`src/rtl/alu8_pkg.sv`:
```
package alu8_pkg;

    localparam int DW    = 8;
    localparam int OPW   = 5;
    localparam int FW    = 8;
    localparam int N_OPS = 24;

    localparam int FB_H = 5;
    localparam int FB_N = 3;
    localparam int FB_Z = 2;
    localparam int FB_V = 1;
    localparam int FB_C = 0;

    localparam logic [FW-1:0] MK_HNZVC = FW'((1 << FB_H) | (1 << FB_N) | (1 << FB_Z) | (1 << FB_V) | (1 << FB_C));
    localparam logic [FW-1:0] MK_NZVC  = FW'((1 << FB_N) | (1 << FB_Z) | (1 << FB_V) | (1 << FB_C));
    localparam logic [FW-1:0] MK_NZV   = FW'((1 << FB_N) | (1 << FB_Z) | (1 << FB_V));
    localparam logic [FW-1:0] MK_NZC   = FW'((1 << FB_N) | (1 << FB_Z) | (1 << FB_C));
    localparam logic [FW-1:0] MK_NZ    = FW'((1 << FB_N) | (1 << FB_Z));
    localparam logic [FW-1:0] MK_ZC    = FW'((1 << FB_Z) | (1 << FB_C));

    typedef enum logic [OPW-1:0] {
        OP_ADD = 5'd0,  OP_ADC = 5'd1,  OP_SUB = 5'd2,  OP_SBC = 5'd3,
        OP_CMP = 5'd4,  OP_AND = 5'd5,  OP_OR  = 5'd6,  OP_EOR = 5'd7,
        OP_BIT = 5'd8,  OP_LD  = 5'd9,  OP_TST = 5'd10, OP_CLR = 5'd11,
        OP_COM = 5'd12, OP_NEG = 5'd13, OP_INC = 5'd14, OP_DEC = 5'd15,
        OP_ASL = 5'd16, OP_ASR = 5'd17, OP_LSR = 5'd18, OP_ROL = 5'd19,
        OP_ROR = 5'd20, OP_DAA = 5'd21, OP_SEX = 5'd22, OP_MUL = 5'd23
    } op_e;

    typedef struct packed {
        logic [DW-1:0] res;
        logic [DW-1:0] hi;
        logic [FW-1:0] fv;
        logic [FW-1:0] fm;
        logic          we;
    } alu_out_t;

    function automatic logic [FW-1:0] nz_flags(input logic [DW-1:0] r);
        logic [FW-1:0] f;
        f       = '0;
        f[FB_N] = r[DW-1];
        f[FB_Z] = (r == '0);
        return f;
    endfunction

endpackage

```
`src/rtl/alu8_addsub.sv`:
```
module alu8_addsub
    import alu8_pkg::*;
(
    input  logic          clk,
    input  logic          rst,
    input  op_e           op,
    input  logic [DW-1:0] a,
    input  logic [DW-1:0] b,
    input  logic          cin,
    output alu_out_t      o,
    output logic          hit
);
    logic [DW-1:0] x, y;
    logic          ci, sub;
    logic [DW:0]   sum;

    always_comb begin
        x = a; y = b; ci = 1'b0; sub = 1'b0; hit = 1'b1;
        unique case (op)
            OP_ADD: ;
            OP_ADC: ci = cin;
            OP_SUB, OP_CMP: begin y = ~b; ci = 1'b1; sub = 1'b1; end
            OP_SBC: begin y = ~b; ci = ~cin; sub = 1'b1; end
            OP_NEG: begin x = '0; y = ~a; ci = 1'b1; sub = 1'b1; end
            OP_INC: begin y = '0; ci = 1'b1; end
            OP_DEC: y = '1;
            default: hit = 1'b0;
        endcase
    end

    assign sum = {1'b0, x} + {1'b0, y} + {{DW{1'b0}}, ci};

    always_comb begin
        o       = '0;
        o.res   = sum[DW-1:0];
        o.we    = hit && (op != OP_CMP);
        o.fv    = nz_flags(sum[DW-1:0]);
        o.fv[FB_V] = (x[DW-1] == y[DW-1]) && (sum[DW-1] != x[DW-1]);
        o.fv[FB_C] = sub ? ~sum[DW] : sum[DW];
        o.fv[FB_H] = x[4] ^ y[4] ^ sum[4];
        case (op)
            OP_ADD, OP_ADC: o.fm = MK_HNZVC;
            OP_INC, OP_DEC: o.fm = MK_NZV;
            default:        o.fm = hit ? MK_NZVC : '0;
        endcase
        if (!hit) o = '0;
    end

    AST_CMP_NO_WRITE: assert property (@(posedge clk) disable iff (rst)
        (op == OP_CMP) |-> (!o.we && o.fm == MK_NZVC));
    AST_SUB_BORROW: assert property (@(posedge clk) disable iff (rst)
        (op == OP_SUB) |-> (o.fv[FB_C] == (a < b)));
    AST_INC_KEEPS_C: assert property (@(posedge clk) disable iff (rst)
        (op == OP_INC || op == OP_DEC) |-> !o.fm[FB_C]);

endmodule

```
`src/rtl/alu8_bitops.sv`:
```
module alu8_bitops
    import alu8_pkg::*;
(
    input  logic          clk,
    input  logic          rst,
    input  op_e           op,
    input  logic [DW-1:0] a,
    input  logic [DW-1:0] b,
    input  logic          cin,
    output alu_out_t      o,
    output logic          hit
);
    logic [DW-1:0] r;
    logic          cy, logic_op, left;

    always_comb begin
        r = '0; cy = 1'b0; hit = 1'b1; logic_op = 1'b0; left = 1'b0;
        unique case (op)
            OP_AND, OP_BIT: begin r = a & b; logic_op = 1'b1; end
            OP_OR:          begin r = a | b; logic_op = 1'b1; end
            OP_EOR:         begin r = a ^ b; logic_op = 1'b1; end
            OP_LD:          begin r = b;     logic_op = 1'b1; end
            OP_TST:         begin r = a;     logic_op = 1'b1; end
            OP_CLR:         r = '0;
            OP_COM:         begin r = ~a; cy = 1'b1; end
            OP_ASL:         begin r = {a[DW-2:0], 1'b0}; cy = a[DW-1]; left = 1'b1; end
            OP_ROL:         begin r = {a[DW-2:0], cin};  cy = a[DW-1]; left = 1'b1; end
            OP_ASR:         begin r = {a[DW-1], a[DW-1:1]}; cy = a[0]; end
            OP_LSR:         begin r = {1'b0, a[DW-1:1]};    cy = a[0]; end
            OP_ROR:         begin r = {cin, a[DW-1:1]};     cy = a[0]; end
            default:        hit = 1'b0;
        endcase
    end

    always_comb begin
        o          = '0;
        o.res      = r;
        o.we       = hit && (op != OP_BIT) && (op != OP_TST);
        o.fv       = nz_flags(r);
        o.fv[FB_C] = cy;
        o.fv[FB_V] = left && (r[DW-1] ^ cy);
        if (logic_op)                                         o.fm = MK_NZV;
        else if (op == OP_ASR || op == OP_LSR || op == OP_ROR) o.fm = MK_NZC;
        else                                                  o.fm = MK_NZVC;
        if (!hit) o = '0;
    end

    AST_LOGIC_KEEP_C: assert property (@(posedge clk) disable iff (rst)
        (op inside {OP_AND, OP_OR, OP_EOR, OP_BIT, OP_LD, OP_TST})
        |-> (!o.fm[FB_C] && o.fm[FB_V] && !o.fv[FB_V]));
    AST_CLR_FLAGS: assert property (@(posedge clk) disable iff (rst)
        (op == OP_CLR) |-> (o.res == '0 && o.fv[FB_Z] && !o.fv[FB_N] && !o.fv[FB_C]));
    AST_LSR_POSITIVE: assert property (@(posedge clk) disable iff (rst)
        (op == OP_LSR) |-> (!o.fv[FB_N] && o.fm[FB_N]));

endmodule

```
`src/rtl/alu8_wide.sv`:
```
module alu8_wide
    import alu8_pkg::*;
(
    input  logic          clk,
    input  logic          rst,
    input  op_e           op,
    input  logic [DW-1:0] a,
    input  logic [DW-1:0] b,
    input  logic          cin,
    input  logic          hin,
    output alu_out_t      o,
    output logic          hit
);
    localparam int NW = DW / 2;

    logic [NW-1:0]   lo_nib, hi_nib;
    logic            fix_lo, fix_hi;
    logic [DW:0]     dsum;
    logic [2*DW-1:0] prod;

    assign lo_nib = a[NW-1:0];
    assign hi_nib = a[DW-1:NW];
    assign fix_lo = (lo_nib > NW'(9)) || hin;
    assign fix_hi = (hi_nib > NW'(9)) || cin || ((hi_nib == NW'(9)) && (lo_nib > NW'(9)));
    assign dsum   = {1'b0, a} + {1'b0, (fix_hi ? NW'(6) : NW'(0)), (fix_lo ? NW'(6) : NW'(0))};
    assign prod   = a * b;

    always_comb begin
        o   = '0;
        hit = 1'b1;
        unique case (op)
            OP_DAA: begin
                o.res = dsum[DW-1:0];
                o.fv  = nz_flags(dsum[DW-1:0]);
                o.fv[FB_C] = cin | dsum[DW];
                o.fm  = MK_NZC;
                o.we  = 1'b1;
            end
            OP_SEX: begin
                o.res = b;
                o.hi  = {DW{b[DW-1]}};
                o.fv  = nz_flags(b);
                o.fm  = MK_NZ;
                o.we  = 1'b1;
            end
            OP_MUL: begin
                o.res = prod[DW-1:0];
                o.hi  = prod[2*DW-1:DW];
                o.fv[FB_Z] = (prod == '0);
                o.fv[FB_C] = prod[DW-1];
                o.fm  = MK_ZC;
                o.we  = 1'b1;
            end
            default: hit = 1'b0;
        endcase
    end

    AST_MUL_ZERO: assert property (@(posedge clk) disable iff (rst)
        (op == OP_MUL && (a == '0 || b == '0)) |-> (o.fv[FB_Z] && !o.fv[FB_C]));
    AST_SEX_HIGH: assert property (@(posedge clk) disable iff (rst)
        (op == OP_SEX) |-> (o.hi == '0 || o.hi == '1));
    AST_DAA_KEEP_C: assert property (@(posedge clk) disable iff (rst)
        (op == OP_DAA && cin) |-> o.fv[FB_C]);

endmodule

```
`src/rtl/alu8_flagged_core.sv`:
```
module alu8_flagged_core
    import alu8_pkg::*;
(
    input  logic           clk,
    input  logic           rst,
    input  logic [OPW-1:0] op_i,
    input  logic [DW-1:0]  a_i,
    input  logic [DW-1:0]  b_i,
    input  logic           c_i,
    input  logic           h_i,
    input  logic           cap_i,
    output logic [DW-1:0]  res_o,
    output logic [DW-1:0]  res_hi_o,
    output logic           wr_o,
    output logic [FW-1:0]  fval_o,
    output logic [FW-1:0]  fmask_o,
    output logic [FW-1:0]  cc_o
);
    localparam int NU = 3;

    op_e           op;
    alu_out_t      src [NU];
    logic [NU-1:0] hit;
    alu_out_t      sel;
    logic [FW-1:0] cc_q;

    assign op = op_e'(op_i);

    alu8_addsub u_addsub (.clk(clk), .rst(rst), .op(op), .a(a_i), .b(b_i), .cin(c_i),
                          .o(src[0]), .hit(hit[0]));
    alu8_bitops u_bitops (.clk(clk), .rst(rst), .op(op), .a(a_i), .b(b_i), .cin(c_i),
                          .o(src[1]), .hit(hit[1]));
    alu8_wide   u_wide   (.clk(clk), .rst(rst), .op(op), .a(a_i), .b(b_i), .cin(c_i),
                          .hin(h_i), .o(src[2]), .hit(hit[2]));

    always_comb begin
        sel = '0;
        for (int i = 0; i < NU; i++) begin
            if (hit[i]) sel = src[i];
        end
    end

    always_ff @(posedge clk) begin
        if (rst)        cc_q <= '0;
        else if (cap_i) cc_q <= (cc_q & ~sel.fm) | (sel.fv & sel.fm);
    end

    assign res_o    = sel.res;
    assign res_hi_o = sel.hi;
    assign wr_o     = sel.we;
    assign fval_o   = sel.fv;
    assign fmask_o  = sel.fm;
    assign cc_o     = cc_q;

    AST_ONE_UNIT: assert property (@(posedge clk) disable iff (rst)
        $countones(hit) <= 1);
    AST_UNUSED_QUIET: assert property (@(posedge clk) disable iff (rst)
        (op_i >= OPW'(N_OPS)) |-> (!wr_o && fmask_o == '0 && res_hi_o == '0));
    AST_CC_HOLD: assert property (@(posedge clk) disable iff (rst)
        !cap_i |=> $stable(cc_o));
    AST_CC_TAKE: assert property (@(posedge clk) disable iff (rst)
        cap_i |=> ((cc_o & $past(fmask_o)) == ($past(fval_o) & $past(fmask_o))));
    AST_CC_KEEP: assert property (@(posedge clk) disable iff (rst)
        cap_i |=> ((cc_o & ~$past(fmask_o)) == ($past(cc_o) & ~$past(fmask_o))));

endmodule

```
`config.mk`:
```
export PLATFORM = sky130hd
export DESIGN_NAME = alu8_flagged_core
export DESIGN_NICKNAME = d
export VERILOG_FILES = /design/src/rtl/alu8_pkg.sv /design/src/rtl/alu8_addsub.sv /design/src/rtl/alu8_bitops.sv /design/src/rtl/alu8_wide.sv /design/src/rtl/alu8_flagged_core.sv
export SDC_FILE = /design/constraint.sdc
export NUM_CORES = 1
export LEC_CHECK = 0
export ABC_AREA = 1
export ABC_CLOCK_PERIOD_IN_PS = 11900
export CORE_MARGIN = 2
export CORE_UTILIZATION = 65
export DETAILED_ROUTE_END_ITERATION = 10
export DONT_BUFFER_PORTS = 1
export GPL_TIMING_DRIVEN = 0
export PLACE_DENSITY = 0.85
export SYNTH_ARGS = -nofsm -noshare
export SYNTH_HDL_FRONTEND = slang
export SYNTH_SLANG_ARGS = --single-unit
```
`constraint.sdc`:
```
create_clock -name clk -period 11.9 [get_ports clk]
set_input_delay 2.38 -clock clk [delete_from_list [all_inputs] [get_ports clk]]
set_output_delay 2.38 -clock clk [all_outputs]
set_load 0.02 [all_outputs]
```
Word level (Yosys, flattened, before mapping)
Cells that the tools add are included.

Logic and storage cells: 105. Register bits after elaboration: 8. Input port bits: 26. Output and inout bits: 41.

Muxes and demuxes: 25. Multipliers: 1. Bitwise logic cells: 15. Equal/unequal tests: 29. $lt $le $gt $ge: 2. Add/sub/neg operators: 3. Reduce and logical (&&, ||, !) cells: 29.

Operator list (number): $mux 33 (3); $pmux 8 s11 (1); $eq 5x4->1 const B (8); $eq 5x5->1 const B (8); $logic_not 8->1 (4); $pmux 8 s4 (1); $pmux 10 s3 (1); $and 8x8->8 (3); $not 8->8 (3); $pmux 8 s3 (1); $eq 5x3->1 const B (4); $add 8x8->9 (2); $logic_not 16->1 (1); $mul 8x8->16 (1); $mux 8 (2); $or 8x8->8 (2); $pmux 8 s2 (1); $reduce_or 13->1 (1); $pmux 6 s2 (1); $eq 5x2->1 const B (2); $ne 5x4->1 const B (2); $add 9x1->9 (1); $pmux 1 s3 (3); $reduce_or 3->1 (3); other kinds (21) (45).

Depth between registers and ports, before layout
Gate-level depths: netlist of the first run.

Depth after elaboration: 13. Gate-level depth with buffers: 27. Gate-level depth less buffers: 27.

Cells and area by module
Synthesis of the first run repeated with hierarchy kept, for this count alone.

Cells, all modules: 1209. Area, all modules: 6935.4 um^2.

Modules (own cells, without submodules): alu8_wide (sequential area each 0.0 um^2, cells an instance 527, area each 3175.5 um^2, times used 1); alu8_bitops (sequential area each 0.0 um^2, cells an instance 266, area each 1482.7 um^2, times used 1); alu8_addsub (sequential area each 0.0 um^2, cells an instance 218, area each 1158.6 um^2, times used 1); alu8_flagged_core (sequential area each 160.2 um^2, cells an instance 198, area each 1118.6 um^2, times used 1).

Worst setup path after synthesis of the first run
Ideal clock, no wire load.

Path type: input-to-output. Start: input a_i[3]. End: output fval_o[2]. Cell stages on the path: 24. Path buffers: 2. Data required time: 9.520 ns. Arrival time: 6.441 ns. Setup slack: 3.079 ns. Cells stage by stage: clkbuf_1 -> clkbuf_1 -> nand2_1 -> fa_1 -> fa_1 -> inv_1 -> fa_1 -> inv_1 -> fa_1 -> inv_1 -> ha_1 -> nand2_1 -> nand2_1 -> a21oi_1 -> nand2_1 -> nand2_1 -> nand2_1 -> nand2_1 -> nand2_1 -> nor2_1 -> nand3_1 -> nand2_1 -> nor2_1 -> inv_1.

Cells in the longest elaborated chain, start to end: 8. Elaborated cells between the ends (all ways): 25. Those cells by class: 3 x add/sub; 1 x mul; 1 x order compare; 9 x mux; 4 x bitwise; 7 x reduce/logical.

Ends and longest elaborated chain: start, declared (RTL line alu8_flagged_core.sv:7) `input logic [DW-1:0] a_i,`; $not 8->8 / $gt 4x4->1 (equally long branches); $pmux 8 s4 / $logic_and 1x1->1 (equally long branches) (RTL line alu8_addsub.sv:19, alu8_wide.sv:24); $add 8x8->9 / $logic_or 1x1->1 (equally long branches) (RTL line alu8_addsub.sv:31, alu8_wide.sv:24); $add 9x1->9 / $mux 3 (equally long branches) (RTL line alu8_addsub.sv:31, alu8_wide.sv:25); $logic_not 8->1 / $add 8x8->9 (equally long branches) (RTL line alu8_pkg.sv:42, alu8_wide.sv:25); $mux 33 / $logic_not 8->1 (equally long branches) (RTL line alu8_flagged_core.sv:39, alu8_pkg.sv:42); $mux 33 / $pmux 1 s3 (equally long branches) (RTL line alu8_flagged_core.sv:39, alu8_wide.sv:31); $mux 33 * (RTL line alu8_flagged_core.sv:39) `if (hit[i]) sel = src[i];`; end, declared (RTL line alu8_flagged_core.sv:15) `output logic [FW-1:0] fval_o,`.

Every way passes the cells marked *; elsewhere a longest branch is shown, timed or not.

Worst setup path after layout of the first run
Same ends and word-level chain as after synthesis.

==> run_results.csv, run 1 <==
group,metric,value,unit
status,status,"finished clean",
setup_path,cp_common_cell,"nand2_1",
timing,slew_viol_final,0,
global_route,grt.total_usage,39.2,%
clock_tree,cts.sinks,5,
timing,worst_slew_pin_slew,0.735,ns
logic_synthesis,synth_mux_area_share,0,%
logic_synthesis,synthTopCellsByArea,"nand2_1, ha_1, fa_1",
floorplan,dieHeight,92.2,µm
timing,maxSlewHeadroom,50.8,%
clock_tree,htree_levels,1,
cells_and_area,layout.nets,1006,
routing,vias,5666,
clock_tree,clk_latency,0.21,ns
routing,drt_pass1_iterations,6,
cells_and_area,final_cell_mix,"nand2_1, inv_1, nor2_1",
setup_path,reg2reg_slack,11.08,ns
place,dpl-instance-area,5210,µm²
cells_and_area,layout_commonest_cell,"nand2_1",
setup_path,startpoint,"a_i[3]",
run,drv_cap,0,
cells_and_area,layout-drive-gt1-share,5.25,%
global_route,antenna_found_initial,0,
setup_path,slowest_delay,0.54,ns
timing,clock_skew,0,ns
clock_tree,cts_buffers,3,
logic_synthesis,ys_seq_area_share,1.98,%
routing,wire_per_inst,17.1,µm
clock_tree,ctsResizeCount,0,
setup_path,worst_setup_path_end_kind,"output port",
setup_path,path_cells,"clkbuf_1, clkbuf_1, nand2_1, fa_1, fa_1, inv_1, fa_1, inv_1, fa_1, inv_1, ha_1, nand2_1, nand2_1, a21oi_1, nand2_1, nand2_1, nand3_1, nand2_1, nor2_1, nand3_1, nand2_1, nor2_1, inv_1",
floorplan,rows,32,
cells_and_area,area_growth,4.01,%
clock_tree,postCtsSetupBuffers,0,
worst_hold_path,min_path_type,"reg -> reg",
logic_synthesis,synth_top_family_by_area,"simple AND/OR/NAND/NOR gates",
logic_synthesis,synthCells,865,
clock_tree,cts_max_path_buffers,2,
logic_synthesis,synth-compound-area-share,9.61,%
logic_synthesis,synth_xor_area_share,2.25,%
clock_tree,cts-hold-fix-buffers,0,
setup_path,cp.required,9.52,ns
timing,finalCritPeriodShare,82.3,%
clock_tree,cts_tree,"built",
clock_tree,cts_root_buf,"clkbuf_8",
logic_synthesis,synth_top_cell_area_share,18.7,%
timing,tns,0,ns
power,total_power,513,µW
timing,rsz0062_at_grt,"false",
floorplan,design.die.area,8490,µm²
routing,drcViolationCount,0,
logic_synthesis,syn-cell-area,5050,µm²
clock_tree,path_clk_slew,0.03,ns
setup_path,cp.arrival,7.41,ns
timing,whs,0.558,ns
setup_path,crit_path_top_delay_cell,"fa_1",
timing,max_freq,102,MHz
timing,hold_viol_final,0,
logic_synthesis,ys_ff_latch,5,
logic_synthesis,syn_area_per_cell,5.84,µm²
setup_path,critPathKind,"in -> out",
floorplan,start_util,66.4,%
global_route,first_global_vias,5385,
cells_and_area,n_antenna_cell,0,
routing,wirelength,16.7,mm
logic_synthesis,synth_area_leader_cell,"nand2_1",
routing,drtAntennaViolNets,0,
logic_synthesis,yosys.area_share.simple,37.6,%
power,powerDensity,97.6,nW/µm²
place,routabilityCongestion,1.06,
place,numPortBuffers,0,
routing,drt_iter0_markers,691,
timing,setup_violations,0,
logic_synthesis,synth_cell_types,39,
floorplan,coreArea,7610,µm²
timing,period_needed,9.79,ns
power,p_leak,0.00324,µW
power,peakVddDrop,0.000116,V
global_route,gr-total-overflow,0,
global_route,grt_start_max_net_pins,11,
floorplan,ios,67,
cells_and_area,stdcell_area,5250,µm²
logic_synthesis,synthAdderAreaFrac,31.1,%
global_route,grt_pass1_wl,26.6,mm
logic_synthesis,synth_warnings,0,
routing,viasPerCell,5.79,
setup_path,critPathLaunchType,"input port",
floorplan,fp.dieW,92.2,µm
place,dp_hpwl,13.5,mm
setup_path,worstPathMaxFanout,10,
-- path summary, 6_finish.rpt --
| check | end | depth (start not counted) |
|---|---|---|
| max reg2reg | register | 4 |
| min reg2reg | register | 2 |
| max | fval_o[2] | 23 |
| min | register | 2 |
-- area by class of cell --
type / instances / area (µm²)
Multi-Input combinational cell: 648 / 4100
Inverter: 183 / 687
Tap cell: 102 / 128
Fill cell: 694 / 2350
Sequential cell: 5 / 100
Clock buffer: 4 / 45.0
Buffer: 37 / 195
-- report_power, final --
part / leakage (µW) / switching [µW] / internal, µW
sequential: 0.0000409 / 2.70 / 18.4
clock: 0.0000228 / 7.25 / 22.9
combinational: 0.00318 / 308 / 154
-- logic make-up (layout without fill, tap and decap cells) --
kind of cell	Yosys count	in the layout
AOI/OAI and AO/OA	79	79
xor gates and xnor gates	13	13
buffers and inverters	220	224
other	1	9
adders and majority gates	102	102
and+or+nand+nor	445	445
DFF	5	5
-- Yosys cell counts --
master     number
a21oi_2         1
nor3_1          7
or2_2           3
nand3b_1        2
fa_1           39
nand4_1        16
conb_1          1
buf_6           1
nand2_1       252
a21o_1          1
a21boi_0        1
nand2_2         3
buf_4          12
a21boi_1        1
a21oi_1        23
xnor2_1         5
nor2_4          3
o21ai_0        24
a2111oi_0       1
dfxtp_1         5
ha_1           63
o2111ai_1       7
nand3_1        67
a221oi_1        8
a31oi_1         2
nor3_2          1
o21ai_1         2
clkbuf_1       21
xor2_1          8
nand3_2         3
nor3b_1         1
nor2_1         79
o21bai_1        2
inv_1         178
buf_2           3
o22ai_1         3
nor2_2          8
inv_2           5
a22oi_1         3
-- routing by layer --
layer	wire, µm	part of all wire [%]	vias to the layer above	global-route usage [%]
met3	2010	12	46	6.49
li1	-	-	2692	-
met5	0	0	-	0
met2	7370	44	325	63.7
met1	6770	41	2603	53.9
met4	547	3.3	0	10.8
-- stage by stage --
step                util [%]  instances  worst slack, ns
floorplan                  -        873             3.08
global placement        68.5        975             2.42
detailed placement      68.5        975             2.24
CTS                     69.1        979             2.23
global route            69.1        979             1.94
finish                  69.1        979             2.11
-- critical path, delay by kind of cell --
family | cells | cell delay [ns]
AND/OR/NAND/NOR | 11 | 1.24
AO/OA/AOI/OAI | 1 | 0.19
adder cells (fa/ha/maj) | 5 | 2.46
buffers and inverters | 6 | 1.11
No activity file was read; power rests on OpenSTA's default activity.
==> run 2: changes to the inputs <==
Settings changed: ABC_AREA 1 to 0, ABC_CLOCK_PERIOD_IN_PS 11900 to 9700.
Clock period 11.9 ns to 9.7 ns, I/O delays scaled along.
==> run 2 against run 1 <==
Core utilization is 0.36 points lower. Die area is 6.6% lower. Non-clock buffer count is 6 higher. Worst hold slack worse by 0.0083 ns. Register-to-register slack worse by 2.2 ns. Critical endpoint unchanged. Cell area is 6.7% lower. Routed wire length is 4.2% lower. Clock skew stayed put. Area after synthesis is 6.9% lower. Count of clock-buffer cells in the layout stayed put. Sequential share of layout area is 0.14 points higher.
==> run_results.csv, run 2 <==
group,metric,value,unit
timing,hold_viol_final,0,
global_route,grt_start_max_net_pins,12,
setup_path,worstPathMaxFanout,10,
clock_tree,path_clk_slew,0.04,ns
setup_path,path_cells,"clkbuf_1, inv_1, clkbuf_1, nor2_1, fa_1, fa_1, fa_1, inv_1, fa_1, inv_1, ha_1, o21ai_0, a21oi_1, o21ai_1, xnor2_1, nand4_1, nor4_1, nand4_1, nand2_1",
run,drv_cap,0,
clock_tree,clk_latency,0.23,ns
timing,clock_skew,0,ns
timing,worst_slack,0.354,ns
floorplan,dieHeight,89.1,µm
timing,tns,0,ns
floorplan,start_util,65.9,%
place,numPortBuffers,0,
clock_tree,cts_buffers,3,
cells_and_area,fin_cells,763,
routing,drcViolationCount,0,
logic_synthesis,netlist_top_cells_count,"nor2_1, inv_1, ha_1",
logic_synthesis,synth_edf_count,0,
worst_hold_path,min_path_type,"reg -> reg",
cells_and_area,n_antenna_cell,0,
clock_tree,htree_levels,1,
logic_synthesis,syn_area_per_cell,7.22,µm²
logic_synthesis,synthArstFlopShare,0,%
setup_path,crit_path_top_delay_cell,"fa_1",
floorplan,coreArea,7140,µm²
setup_path,worst_setup_path_end_kind,"output port",
global_route,first_global_vias,4947,
logic_synthesis,ys_seq_area_share,2.13,%
timing,maxSlewHeadroom,21.5,%
routing,viasPerCell,6.73,
cells_and_area,area_growth,4.23,%
routing,wirelength,16.0,mm
logic_synthesis,synth_cell_types,77,
timing,period_needed,9.35,ns
setup_path,cp_common_cell,"fa_1",
timing,max_freq,107,MHz
logic_synthesis,synth_warnings,0,
clock_tree,cts-hold-fix-buffers,0,
clock_tree,cts.sinks,5,
routing,drtAntennaViolNets,0,
setup_path,cp.required,7.76,ns
logic_synthesis,syn-cell-area,4700,µm²
timing,worst_slew_pin_slew,1.17,ns
routing,drt_pass1_iterations,5,
place,dp_hpwl,13.0,mm
place,dpl-instance-area,4860,µm²
routing,drt_iter0_markers,534,
setup_path,critPathLaunchType,"input port",
routing,vias,5137,
cells_and_area,final_cell_mix,"nor2_1, inv_1, ha_1",
setup_path,cp.arrival,7.41,ns
power,p_leak,0.00228,µW
setup_path,path_buf_inv,5,
floorplan,rows,31,
routing,wire_per_inst,21.0,µm
logic_synthesis,synthTopCellsByArea,"ha_1, fa_1, nor2_1",
power,powerDensity,119,nW/µm²
global_route,gr-total-overflow,0,
place,routabilityCongestion,1.01,
clock_tree,cts_tree,"built",
cells_and_area,layout.nets,793,
global_route,antenna_found_initial,0,
setup_path,critPathKind,"in -> out",
floorplan,ios,67,
timing,slew_viol_final,0,
cells_and_area,layout-drive-gt1-share,6.02,%
global_route,grt_pass1_wl,24.6,mm
timing,setup_violations,0,
logic_synthesis,synth_area_leader_cell,"ha_1",
power,peakVddDrop,0.000140,V
clock_tree,cts_max_path_buffers,2,
timing,finalCritPeriodShare,96.3,%
logic_synthesis,yosysMostFrequentCell,"nor2_1",
cells_and_area,layout_commonest_cell,"nor2_1",
setup_path,cp_top_family,"adder cells",
floorplan,fp.dieW,89.1,µm
place,post-place-cells,759,
global_route,grt.total_usage,40.5,%
timing,rsz0062_at_grt,"false",
logic_synthesis,synth_top_cell_area_share,16.8,%
logic_synthesis,ys_ff_latch,5,
place,place_ws,0.335,ns
clock_tree,cts_root_buf,"clkbuf_8",
logic_synthesis,ys.flop_type,"dfxtp_1",
floorplan,design.die.area,7930,µm²
logic_synthesis,synthCells,652,
status,status,"finished clean",
cells_and_area,stdcell_area,4900,µm²
setup_path,slowest_delay,0.55,ns
power,total_power,581,µW
-- run 2: layer usage --
layer,global-route usage (%),part of all wire (%)
met1,53.7,40
met2,66.3,45
met3,8.40,12
met4,13.0,3.0
met5,0,0
-- run 2: cell families (layout without fill, tap and decap cells) --
group | after synthesis | in the layout | share of synthesized area, %
buffers and inverters | 117 | 121 | 10.9
muxes | 7 | 7 | 1.54
other | 1 | 9 | 0.0797
and+or+nand+nor | 233 | 233 | 24.1
DFF | 5 | 5 | 2.13
AOI/OAI and AO/OA | 161 | 161 | 23.1
adders and majority gates | 102 | 102 | 33.4
xor gates and xnor gates | 26 | 26 | 4.84
-- run 2: where the power goes --
part / switching, µW / internal [µW]
registers: 2.26 / 21.9
logic: 326 / 191
clock network: 11.6 / 28.3
-- run 2: what timing repair did --
action | in CTS | in global routing
resized for setup | 0 | 1
endpoints found under the setup margin | 0 | 1
setup buffers | 0 | 0
-- run 2: layout make-up --
cell class,instances,area [µm²]
buffer,43,234
clock buffer,4,45.0
fill,661,2230
inverter,74,278
multi-input combinational,538,4120
sequential,5,100
tap,99,124
-- run 2: worst paths after layout --
| path | start | end | slack (ns) | depth (start not counted) |
|---|---|---|---|---|
| setup / recovery | a_i[3] | fval_o[2] | 0.35 | 19 |
| hold / removal | register | register | 0.55 | 2 |
| setup reg to reg | register | register | 8.90 | 2 |
| hold reg to reg | register | register | 0.55 | 2 |
-- run 2: worst min-delay path, stage by stage, from the launching register on --
cell and delay, ns:
dfxtp_1 0.37, nand2_1 0.08, a21oi_1 0.05
-- run 2: per-stage QoR --
stage	util [%]	hold WS, ns
CTS	68.7	0.550
floorplan	-	0.527
global route	68.7	0.572
global placement	68.1	0.540
finish	68.7	0.549
detailed placement	68.1	0.544
==> run 3: changes to the inputs <==
Settings changed: ABC_AREA 0 to unset, REMOVE_ABC_BUFFERS set to 1.
==> run 3 against run 2 <==
Count of clock-buffer cells in the layout unchanged. Worst hold slack got worse by 0.0032 ns. Non-clock buffer count decreased by 43. Clock skew unchanged. Largest power group unchanged. Sequential power about the same. Critical path type unchanged. Cell area decreased by 4.8%. Largest cell class unchanged.
==> run_results.csv, run 3 (synthesis results as in run 2) <==
group,metric,value,unit
setup_path,critPathKind,"in -> out",
clock_tree,cts-hold-fix-buffers,0,
global_route,gr-total-overflow,0,
timing,max_freq,113,MHz
cells_and_area,layout.nets,750,
setup_path,r2r_cells,2,
cells_and_area,stdcell_area,4670,µm²
setup_path,path_cells,"inv_1, nor2_1, fa_1, fa_1, fa_1, inv_1, fa_1, inv_1, ha_1, o21ai_0, a21oi_1, o21ai_0, xnor2_1, nand4_1, nor4_1, nand4_1, nand2_1",
place,routabilityCongestion,1.02,
global_route,grt_start_max_net_pins,47,
clock_tree,htree_levels,1,
timing,maxSlewHeadroom,24.8,%
clock_tree,postCtsSetupBuffers,0,
timing,tns,0,ns
clock_tree,cts_tree,"built",
timing,rsz0062_at_grt,"false",
setup_path,cp.required,7.76,ns
floorplan,design.die.area,7930,µm²
clock_tree,clk_latency,0.22,ns
power,swShare,57.5,%
floorplan,fp.dieW,89.1,µm
power,p_clk_share,7.0,%
status,status,"finished clean",
floorplan,ios,67,
power,p_int,235,µW
timing,hold_viol_final,0,
setup_path,cp.arrival,6.93,ns
setup_path,cp_common_cell,"fa_1",
timing,finalCritPeriodShare,91.5,%
global_route,grt_pass1_wl,23.1,mm
clock_tree,path_clk_slew,0.03,ns
setup_path,worst_setup_path_end_kind,"output port",
routing,drcViolationCount,0,
place,dp_hpwl,11.6,mm
power,p_leak,0.00215,µW
clock_tree,cts_max_path_buffers,2,
power,peakVddDrop,0.000105,V
setup_path,critPathLaunchType,"input port",
floorplan,coreArea,7140,µm²
cells_and_area,final_cell_mix,"nor2_1, inv_1, ha_1",
setup_path,crit_path_top_delay_cell,"fa_1",
floorplan,start_util,65.9,%
timing,slew_viol_final,0,
power,switching_power,318,µW
setup_path,reg2reg_slack,8.96,ns
timing,clock_skew,0,ns
power,combinationalPowerShare,88.7,%
global_route,first_global_vias,4543,
timing,setup_violations,0,
global_route,antenna_found_initial,0,
run,drv_cap,0,
worst_hold_path,whs_path_depth,2,
routing,drtAntennaViolNets,0,
cells_and_area,layout-drive-gt1-share,3.06,%
cells_and_area,n_antenna_cell,0,
floorplan,rows,31,
clock_tree,cts_buffers,3,
clock_tree,cts_root_buf,"clkbuf_8",
routing,drt_iter0_markers,564,
routing,vias,4826,
timing,period_needed,8.87,ns
cells_and_area,layout_commonest_cell,"nor2_1",
global_route,grt.total_usage,37.6,%
power,powerDensity,118,nW/µm²
timing,worst_slew_pin_slew,1.12,ns
place,dpl-instance-area,4620,µm²
setup_path,slowest_delay,0.54,ns
place,numPortBuffers,0,
cells_and_area,filler_cell_count,683,
worst_hold_path,min_path_type,"reg -> reg",
routing,viasPerCell,6.70,
setup_path,worstPathMaxFanout,12,
routing,wire_per_inst,20.3,µm
routing,wirelength,14.6,mm
clock_tree,ctsResizeCount,0,
cells_and_area,area_growth,-0.745,%
routing,drt_pass1_iterations,6,
clock_tree,cts.sinks,5,
power,p_seq_share,4.4,%
floorplan,dieHeight,89.1,µm
==> run 3: worst max-delay path, delay by kind of cell <==
kind	cells	cell delay [ns]
and+or+nand+nor	5	1.09
adders and majority gates	5	2.42
buffers and inverters	3	0.44
xor gates and xnor gates	1	0.22
AOI/OAI and AO/OA	3	0.82
==> run 3: cell type report <==
type	count	area (µm²)	share of cell area [%]
Inverter	74	278	5.95
Clock buffer	4	45.0	0.965
Multi-Input combinational cell	538	4120	88.3
Tap cell	99	124	2.65
Sequential cell	5	100	2.14
==> run 3: power groups by stage <==
stage / registers [µW] / logic [µW] / clock network (µW)
floorplan: 24.3 / 378 / 0
global placement: 24.5 / 457 / 0
global route: 24.4 / 553 / 40.1
finish: 24.2 / 490 / 38.4
detailed placement: 24.5 / 476 / 0
CTS: 24.2 / 481 / 39.0
==> run 3: worst max path at each step <==
stage | startpoint | endpoint | slack [ns] | depth (start not counted)
4_1_cts | a_i[2] | fval_o[2] | 0.85 | 17
6_report | a_i[2] | fval_o[2] | 0.83 | 17
3_5_place_dp | a_i[2] | fval_o[2] | 0.85 | 17
2_1_floorplan | a_i[2] | fval_o[2] | 1.57 | 17
5_1_grt | a_i[2] | fval_o[2] | 0.36 | 17
3_3_place_gp | a_i[2] | fval_o[2] | 0.95 | 17
==> run 3: per-stage QoR <==
step / total power (µW) / std cells / util, % / hold WS (ns) / setup WS, ns
after floorplan: 402 / 617 / - / 0.527 / 1.57
after global placement: 482 / 716 / 64.8 / 0.542 / 0.953
after detailed placement: 500 / 716 / 64.8 / 0.544 / 0.852
after CTS: 545 / 720 / 65.4 / 0.551 / 0.853
after global routing: 617 / 720 / 65.4 / 0.580 / 0.358
final: 552 / 720 / 65.4 / 0.546 / 0.826
==> run 3: routing by layer <==
metal / global-route usage, % / share of wire (%)
met2: 59.6 / 46
met4: 8.68 / 1.9
met5: 0 / 0
met3: 6.00 / 11
met1: 54.0 / 41
